$ cat src/rtl/coal_pkg.sv
package coal_pkg;
    typedef enum logic [0:0] {
        PH_IDLE = 1'b0,
        PH_EMIT = 1'b1
    } phase_e;
endpackage

$ cat src/rtl/coal_lead_pick.sv
// Finds the lowest-numbered pending lane as a one-hot vector.
module coal_lead_pick #(
    parameter int LANES = 32
) (
    input  logic [LANES-1:0] req,
    output logic [LANES-1:0] oh,
    output logic             any
);
    logic [LANES-1:0] seen;

    always_comb begin
        oh   = '0;
        seen = '0;
        for (int i = 0; i < LANES; i++) begin
            if (i == 0) begin
                oh[i]   = req[i];
                seen[i] = req[i];
            end else begin
                oh[i]   = req[i] & ~seen[i-1];
                seen[i] = req[i] | seen[i-1];
            end
        end
        any = seen[LANES-1];
    end

    always_comb begin
        AST_LEAD_ONEHOT: assert ($onehot0(oh));
    end
endmodule

$ cat src/rtl/coal_seg_match.sv
// Marks every pending lane whose address shares the leader's segment.
module coal_seg_match #(
    parameter int LANES     = 32,
    parameter int ADDR_W    = 32,
    parameter int SEG_BYTES = 128
) (
    input  logic [LANES*ADDR_W-1:0] addr,
    input  logic [ADDR_W-1:0]       lead_addr,
    input  logic [LANES-1:0]        pend,
    output logic [LANES-1:0]        hit
);
    localparam int SEG_LSB = $clog2(SEG_BYTES);

    for (genvar g = 0; g < LANES; g++) begin : g_lane
        logic [ADDR_W-1:0] diff;
        assign diff   = addr[g*ADDR_W +: ADDR_W] ^ lead_addr;
        assign hit[g] = pend[g] && (diff[ADDR_W-1:SEG_LSB] == '0);
    end
endmodule

$ cat src/rtl/warp_coalescer.sv
module warp_coalescer
    import coal_pkg::*;
#(
    parameter int LANES     = 32,
    parameter int ADDR_W    = 32,
    parameter int SEG_BYTES = 128
) (
    input  logic                    clk,
    input  logic                    rst_n,
    input  logic                    in_valid,
    output logic                    in_ready,
    input  logic [LANES*ADDR_W-1:0] in_addr,
    input  logic [LANES-1:0]        in_mask,
    output logic                    tx_valid,
    input  logic                    tx_ready,
    output logic [ADDR_W-1:0]       tx_base,
    output logic [LANES-1:0]        tx_mask,
    output logic                    tx_last
);
    localparam logic [ADDR_W-1:0] OFS_MASK = ADDR_W'(SEG_BYTES - 1);

    typedef struct packed {
        phase_e                  phase;
        logic [LANES-1:0]        pend;
        logic [LANES*ADDR_W-1:0] addr;
    } state_t;

    state_t st_d, st_q;

    logic [LANES-1:0]  lead_oh;
    logic              lead_any;
    logic [ADDR_W-1:0] lead_addr;
    logic [LANES-1:0]  hit;

    coal_lead_pick #(.LANES(LANES)) u_pick (
        .req (st_q.pend),
        .oh  (lead_oh),
        .any (lead_any)
    );

    always_comb begin
        lead_addr = '0;
        for (int i = 0; i < LANES; i++) begin
            if (lead_oh[i]) lead_addr = lead_addr | st_q.addr[i*ADDR_W +: ADDR_W];
        end
    end

    coal_seg_match #(
        .LANES(LANES), .ADDR_W(ADDR_W), .SEG_BYTES(SEG_BYTES)
    ) u_match (
        .addr      (st_q.addr),
        .lead_addr (lead_addr),
        .pend      (st_q.pend),
        .hit       (hit)
    );

    assign in_ready = (st_q.phase == PH_IDLE);
    assign tx_valid = (st_q.phase == PH_EMIT) && lead_any;
    assign tx_base  = lead_addr & ~OFS_MASK;
    assign tx_mask  = hit;
    assign tx_last  = tx_valid && ((st_q.pend & ~hit) == '0);

    always_comb begin
        st_d = st_q;
        unique case (st_q.phase)
            PH_IDLE: begin
                if (in_valid) begin
                    st_d.addr  = in_addr;
                    st_d.pend  = in_mask;
                    st_d.phase = (in_mask != '0) ? PH_EMIT : PH_IDLE;
                end
            end
            PH_EMIT: begin
                if (tx_ready) begin
                    st_d.pend = st_q.pend & ~hit;
                    if (tx_last || !lead_any) st_d.phase = PH_IDLE;
                end
            end
            default: st_d.phase = PH_IDLE;
        endcase
    end

    always_ff @(posedge clk or negedge rst_n) begin
        if (!rst_n) begin
            st_q.phase <= PH_IDLE;
            st_q.pend  <= '0;
            st_q.addr  <= '0;
        end else begin
            st_q <= st_d;
        end
    end

    AST_BUSY_BLOCKS_INPUT: assert property (@(posedge clk) disable iff (!rst_n)
        tx_valid |-> !in_ready);
    AST_HOLD_ON_STALL: assert property (@(posedge clk) disable iff (!rst_n)
        tx_valid && !tx_ready |=> tx_valid && $stable(tx_base) && $stable(tx_mask));
    AST_MASK_NONEMPTY: assert property (@(posedge clk) disable iff (!rst_n)
        tx_valid |-> (tx_mask & lead_oh) == lead_oh && lead_oh != '0);
    AST_LAST_ENDS_WARP: assert property (@(posedge clk) disable iff (!rst_n)
        tx_valid && tx_ready && tx_last |=> !tx_valid);
    AST_MASKS_DISJOINT: assert property (@(posedge clk) disable iff (!rst_n)
        tx_valid && tx_ready && !tx_last |=> tx_valid && ((tx_mask & $past(tx_mask)) == '0));
endmodule

$ cat config.mk
export PLATFORM = sky130hd
export DESIGN_NAME = warp_coalescer
export DESIGN_NICKNAME = d
export VERILOG_FILES = /design/src/rtl/coal_pkg.sv /design/src/rtl/coal_lead_pick.sv /design/src/rtl/coal_seg_match.sv /design/src/rtl/warp_coalescer.sv
export SDC_FILE = /design/constraint.sdc
export NUM_CORES = 2
export LEC_CHECK = 0
export BUFFER_PORTS_ARGS = -buffer_cell sky130_fd_sc_hd__buf_4
export CORE_AREA = 3 3 441 443
export CTS_CLUSTER_DIAMETER = 60
export DETAILED_ROUTE_END_ITERATION = 10
export DIE_AREA = 0 0 444 446
export RECOVER_POWER = 50
export SETUP_SLACK_MARGIN = 0.05
export SLEW_MARGIN = 20
export SYNTH_ARGS = -nofsm -noshare
export SYNTH_HDL_FRONTEND = slang
export SYNTH_SLANG_ARGS = --single-unit
$ cat constraint.sdc
create_clock -name clk -period 5.9 [get_ports clk]
set_input_delay 0.59 -clock clk [delete_from_list [all_inputs] [get_ports clk]]
set_output_delay 0.59 -clock clk [all_outputs]
set_load 0.02 [all_outputs]
# After elaboration in Yosys (flattened, before gate mapping)
# Index checks and enable logic that the tools add are counted.
[totals] reg_bits=1057 inputBits=1060 out_inout_bits=67 wordCells=273
[classes] n_eq_ne=2 muxes=37 n_bitwise=159 reduce_logical=72
[op_table] operator="$mux W1057" n=1
[op_table] operator="$mux W32" n=32
[op_table] operator="$xor A32 B32 Y32" n=32
[op_table] operator="$or A32 B32 Y32" n=31
[op_table] operator="$logic_not A25 Y1" n=32
[op_table] operator="$pmux W33 S2" n=1
[op_table] operator="$logic_and A1 B1 Y1" n=34
[op_table] operator="$mux W33" n=1
[op_table] operator="$and A32 B32 Y32" n=1
[op_table] operator="$logic_not A32 Y1" n=1
[op_table] operator="$not A1 Y1" n=32
[op_table] operator="$not A32 Y32" n=1
[op_table] operator="$reduce_bool A32 Y1" n=1
[op_table] operator="$and A1 B1 Y1" n=31
[op_table] operator="$or A1 B1 Y1" n=31
[op_table] operator="$ne A2 B2 Y1 const B" n=2
[op_table] operator="$reduce_and A2 Y1" n=2
[op_table] operator="$mux W1" n=2
[op_table] operator="$logic_not A1 Y1" n=1
[op_table] operator="$logic_or A1 B1 Y1" n=1

# Depth between registers and ports, before layout
[logic_depth] ltp_word=74 mapped_depth=21 mapped_depth_nobuf=14

# By module
# A second synthesis with hierarchy kept.
[hier_totals] hier_cells=4411 hier_area_um2=55615.8
[by_module_without_submodules] mod="warp_coalescer" instances=1 cells_per_inst=3147 area_each_um2=45314.7 seq_area_each_um2=26450.4
[by_module_without_submodules] mod="coal_seg_match" instances=1 cells_per_inst=1188 area_each_um2=9848.2 seq_area_each_um2=0.0
[by_module_without_submodules] mod="coal_lead_pick" instances=1 cells_per_inst=76 area_each_um2=452.9 seq_area_each_um2=0.0

# Least setup slack after synthesis
# OpenSTA, ideal clock, no wires.
[synth_timing] path_type="reg2out" from="register, netlist name st_q[1026]" to="output tx_last" t_arrival_ns=4.540 path_slack_ns=0.770 stages_incl_launch_ff=18 cell_sequence="dfrtp_1 -> buf_4 -> or4_1 -> buf_2 -> nor4_2 -> and3_1 -> buf_4 -> a32o_1 -> nor4_2 -> nand3_2 -> buf_4 -> buf_1 -> xnor2_1 -> nand3_1 -> o41ai_1 -> o2111ai_1 -> or4_4 -> nor4_4"
[synth_between] elab_chain_cells=67 elab_cells_between_ends=249 classes_between="mux (30); bitwise (152); reduce/logical (67)"
[synth_rtl] item="$and A1 B1 Y1 / $or A1 B1 Y1 (equally long branches)" line="coal_lead_pick.sv:19, coal_lead_pick.sv:20"
[synth_rtl] item="$mux W32 / $not A1 Y1 (equally long branches)" line="warp_coalescer.sv:44, coal_lead_pick.sv:19"
[synth_rtl] item="$or A32 B32 Y32 / $and A1 B1 Y1 (equally long branches)" line="warp_coalescer.sv:44, coal_lead_pick.sv:19"
[synth_rtl] item="$mux W32" line="warp_coalescer.sv:44" source="if (lead_oh[i]) lead_addr = lead_addr | st_q.addr[i*ADDR_W +: ADDR_W];"
[synth_rtl] item="$or A32 B32 Y32" line="warp_coalescer.sv:44"
[synth_rtl] item="$mux W32" line="warp_coalescer.sv:44"
[synth_rtl] item="$or A32 B32 Y32" line="warp_coalescer.sv:44"
[synth_rtl] item="$mux W32" line="warp_coalescer.sv:44"
[synth_rtl] item="[... 52 more ...]"
[synth_rtl] item="via tx_base[7]" line="warp_coalescer.sv:16" source="output logic [ADDR_W-1:0] tx_base,"
[synth_rtl] item="$xor A32 B32 Y32" line="coal_seg_match.sv:16" source="assign diff = addr[g*ADDR_W +: ADDR_W] ^ lead_addr;"
[synth_rtl] item="$logic_not A25 Y1" line="coal_seg_match.sv:17" source="assign hit[g] = pend[g] && (diff[ADDR_W-1:SEG_LSB] == '0);"
[synth_rtl] item="$logic_and A1 B1 Y1" line="coal_seg_match.sv:17"
[synth_rtl] item="$not A32 Y32 (*)" line="warp_coalescer.sv:61" source="assign tx_last = tx_valid && ((st_q.pend & ~hit) == '0);"
[synth_rtl] item="$and A32 B32 Y32 (*)" line="warp_coalescer.sv:61"
[synth_rtl] item="$logic_not A32 Y1 (*)" line="warp_coalescer.sv:61"
[synth_rtl] item="$logic_and A1 B1 Y1 (*)" line="warp_coalescer.sv:61"
[synth_rtl] item="end, declared" line="warp_coalescer.sv:18" source="output logic tx_last"
# The timed path passes the listed nets; every way through them passes the cells marked *.

# Worst setup path after layout
[layout_timing] from="register, netlist name st_q[1025]" to="output tx_last"
[layout_between] elab_chain_cells=69 elab_cells_between_ends=254 classes_between="mux (31); bitwise (156); reduce/logical (67)"
[layout_rtl] item="$and A1 B1 Y1 / $or A1 B1 Y1 (equally long branches)" line="coal_lead_pick.sv:19, coal_lead_pick.sv:20"
[layout_rtl] item="$mux W32 / $not A1 Y1 (equally long branches)" line="warp_coalescer.sv:44, coal_lead_pick.sv:19"
[layout_rtl] item="$or A32 B32 Y32 / $and A1 B1 Y1 (equally long branches)" line="warp_coalescer.sv:44, coal_lead_pick.sv:19"
[layout_rtl] item="$mux W32" line="warp_coalescer.sv:44"
[layout_rtl] item="$or A32 B32 Y32" line="warp_coalescer.sv:44"
[layout_rtl] item="$mux W32" line="warp_coalescer.sv:44"
[layout_rtl] item="$or A32 B32 Y32" line="warp_coalescer.sv:44"
[layout_rtl] item="$mux W32" line="warp_coalescer.sv:44"
[layout_rtl] item="[... 53 more ...]"
[layout_rtl] item="$mux W32" line="warp_coalescer.sv:44"
[layout_rtl] item="$xor A32 B32 Y32" line="coal_seg_match.sv:16"
[layout_rtl] item="$logic_not A25 Y1" line="coal_seg_match.sv:17"
[layout_rtl] item="$logic_and A1 B1 Y1" line="coal_seg_match.sv:17"
[layout_rtl] item="$not A32 Y32" line="warp_coalescer.sv:61"
[layout_rtl] item="$and A32 B32 Y32" line="warp_coalescer.sv:61"
[layout_rtl] item="$logic_not A32 Y1" line="warp_coalescer.sv:61"
[layout_rtl] item="$logic_and A1 B1 Y1 (*)" line="warp_coalescer.sv:61"
# Every way passes the cells marked *; elsewhere a longest branch is shown, timed or not.

==> run_results.csv <==
group,metric,value,unit
floorplanning,fp.dieH,446,um
finish,fin_util,0.420,
worst_setup_path,cp.required,5.31,ns
timing,skew,0.0837,ns
cts,cts_tree,"yes",
timing,relSlewSlack,-1.53,
worst_setup_path,startpoint,"st_q[1025]",
floorplanning,core_area,190000,um2
finish,final_cells,9518,
timing,finalSetupTns,-5.17,ns
synthesis,netlist_instances,4398,
job,maxCapViolations,12,
synthesis,synth_warnings,0,
detailed_routing,drc,0,
timing,min_period_over_period,1.21,
synthesis,synth_ff_type,"dfrtp_1",
finish,drive_gt1_frac,0.503,
status,failed_checks,"capacitance limit, slew limit, setup timing",
global_route,grt_pass1_vias,52300,
worst_setup_path,rr_worst_depth,25,
finish,largest_reg_flops,833,
timing,setup_viol,24,
detailed_routing,post_drt_wl_per_cell,39.2,um
placement,gp_congestion,1.07,
cts,cts_made_buffers,109,
synthesis,ys_seq_elements,833,
floorplanning,die_area,198000,um2
detailed_routing,vias_per_cell,5.53,
worst_setup_path,cp-end-kind,"output port",
synthesis,yosys-top-cells-count,"dfrtp_1 (833), mux2_2 (774), xnor2_1 (407)",
worst_setup_path,r2r-end,"st_q[1056]",
cts,clk_root_buffer_cell,"clkbuf_16",
synthesis,yosys.area.top_type,"dfrtp_1",
floorplanning,initial_utilization,0.256,
worst_setup_path,startpoint_type,"flop",
timing,rsz0062_at_grt,"true",
synthesis,synth_enable_flop_cells,0,
cts,clockBufferDepth,3,
global_route,grt_max_degree,190,
cts,clock_sinks,833,
worst_setup_path,path_max_fanout,5,
finish,regMostFlops,"st_q",
finish,design_area,79900,um2
finish,nets,7947,
cts,clk-insertion-delay-late,0.82,ns
synthesis,synth_top_area_frac,0.428,
synthesis,async_flop_share,1.00,
min_path,min_path_cells,2,
global_route,grt_pass1_wl,483,mm
timing,setup_ws,-1.22,ns
detailed_routing,drt-initial-drc-count,5641,
synthesis,synthTopCellsByArea,"dfrtp_1 (43%), mux2_2 (18%), xnor2_1 (7.3%)",
timing,drv_slew,817,
finish,reg_top3,"st_q x833",
finish,area_growth,64.0,%
global_route,grt_antenna_before_repair,42,
global_route,grt_usage,0.363,
min_path,hp-start,"in_addr[949]",
worst_setup_path,arrival,6.53,ns
timing,min_period,7.12,ns
placement,io_buffer_count,895,
synthesis,ys_seq_area_frac,0.428,
synthesis,yosysMostFrequentCell,"dfrtp_1",
min_path,holdCritPathClass,"input port to flop",
timing,worst_slew_pin_slew,3.80,ns
worst_setup_path,r2r_slack,0.08,ns
global_route,overflow,0,
detailed_routing,drtAntennaViolNets,0,
synthesis,synth_area,48700,um2
cts,path_clk_slew,0.07,ns
placement,placedCellCount,8632,
floorplanning,rows,160,
synthesis,ys_types,90,
detailed_routing,vias,52600,
placement,place_area,66900,um2
min_path,min_to,"st_q[949]",
detailed_routing,wirelength,373,mm
synthesis,avgSynthCellArea,11.1,um2
timing,fmax,0.140,GHz
placement,dp_hpwl,304,mm
worst_setup_path,worstSetupPathType,"flop to output port",
timing,finalHoldViolations,0,
worst_setup_path,r2r_start,"st_q[1025]",
status,status,"complete, but fails checks",
floorplanning,dieWidth,444,um
detailed_routing,drt_pass1_iterations,8,
floorplanning,num_io_pins,1127,
cts,htreeDepth,3,
[cell usage in the layout (no fill, tap or decap), types with 45 or more instances in the layout]
cell type,netlist,routed
buf_4,41,1914
dfrtp_1,833,821
mux2_2,774,774
dlygate4sd3_1,0,509
xnor2_1,407,387
xor2_1,339,332
nand2_1,181,171
buf_6,5,137
clkbuf_16,0,109
nand4_1,103,103
o21ai_0,109,101
buf_12,0,101
a22oi_1,93,90
a21oi_1,89,83
a22o_1,75,75
nand3_1,87,74
inv_1,72,70
nor4_1,134,69
nor2_1,73,63
nor4_2,9,52
nor3_1,77,46
a221oi_1,49,45
[layer usage]
metal,up-vias,global-route usage,wire length [um]
li1,21300,-,-
met1,27300,0.454,148000
met2,3157,0.578,167000
met3,903,0.0710,28700
met4,18,0.222,28900
met5,-,0,123
[logic make-up (layout without fill, tap and decap cells)]
kind of cell / after synthesis / count (layout) / synth area share
buffers and inverters: 408 / 2981 / 0.0379
other: 1 / 37 / 0.0000770
xor gates and xnor gates: 746 / 746 / 0.134
AOI/OAI and AO/OA: 721 / 721 / 0.112
DFF: 833 / 833 / 0.428
and+or+nand+nor: 915 / 915 / 0.109
muxes: 774 / 774 / 0.179
[cell type report]
class                           instances  area, um2
Clock buffer                          135       2960
Antenna cell                           30       75.1
Tap cell                             2511       3140
Fill cell                           18000     111000
Timing Repair Buffer                 2708      23600
Multi-Input combinational cell       3163      28200
Sequential cell                       833      20900
Clock inverter                         66        754
Inverter                               72        274
[worst max-delay path by stage]
stage / slack, ns / cells past startpoint / to
final: -1.22 / 25 / tx_last
after global routing: -1.18 / 25 / tx_last
after CTS: -1.40 / 23 / tx_last
after detailed placement: -1.48 / 22 / tx_last
after global placement: -2.47 / 20 / tx_last
after floorplan: 0.77 / 17 / tx_last
[repair_timing]
| action | 4_1_cts | 5_1_grt |
|---|---|---|
| hold buffers | 509 | 0 |
| setup buffers | 88 | 70 |
| cloned | 1 | 0 |
| resized for setup | 412 | 231 |
| endpoints found under the setup margin | 35 | 33 |
| pin swaps | 140 | 130 |
| hold endpoints to repair | 580 | 0 |
[stage by stage]
stage	setup WS, ns	hold slack [ns]
2_1_floorplan	0.770	0.294
3_3_place_gp	-2.47	0.508
3_5_place_dp	-1.48	0.516
4_1_cts	-1.40	0.0000610
5_1_grt	-1.18	0.0168
6_report	-1.22	0.0427
[critical path, stage by stage (launching register included)]
cell and delay (ns):
dfrtp_1 0.40, buf_6 0.12, or4_4 0.14, buf_8 0.13
buf_6 0.12, nor2_4 0.07, buf_4 0.15, a222oi_1 0.68
buf_4 0.27, nand2_2 0.06, nor4b_2 0.28, buf_4 0.26
o2111ai_4 0.15, buf_8 0.19, buf_16 0.14, xor2_1 0.13
nor4_1 0.25, buf_4 0.18, nand2_4 0.06, o31ai_4 0.58
buf_6 0.19, o2111ai_4 0.12, or4_4 0.51, nor4_4 0.15
buf_6 0.17, buf_6 0.14
Power is left out: the tool's default activity adds up to more than one toggle a clock period on the data nets, which glitch-free logic cannot reach.
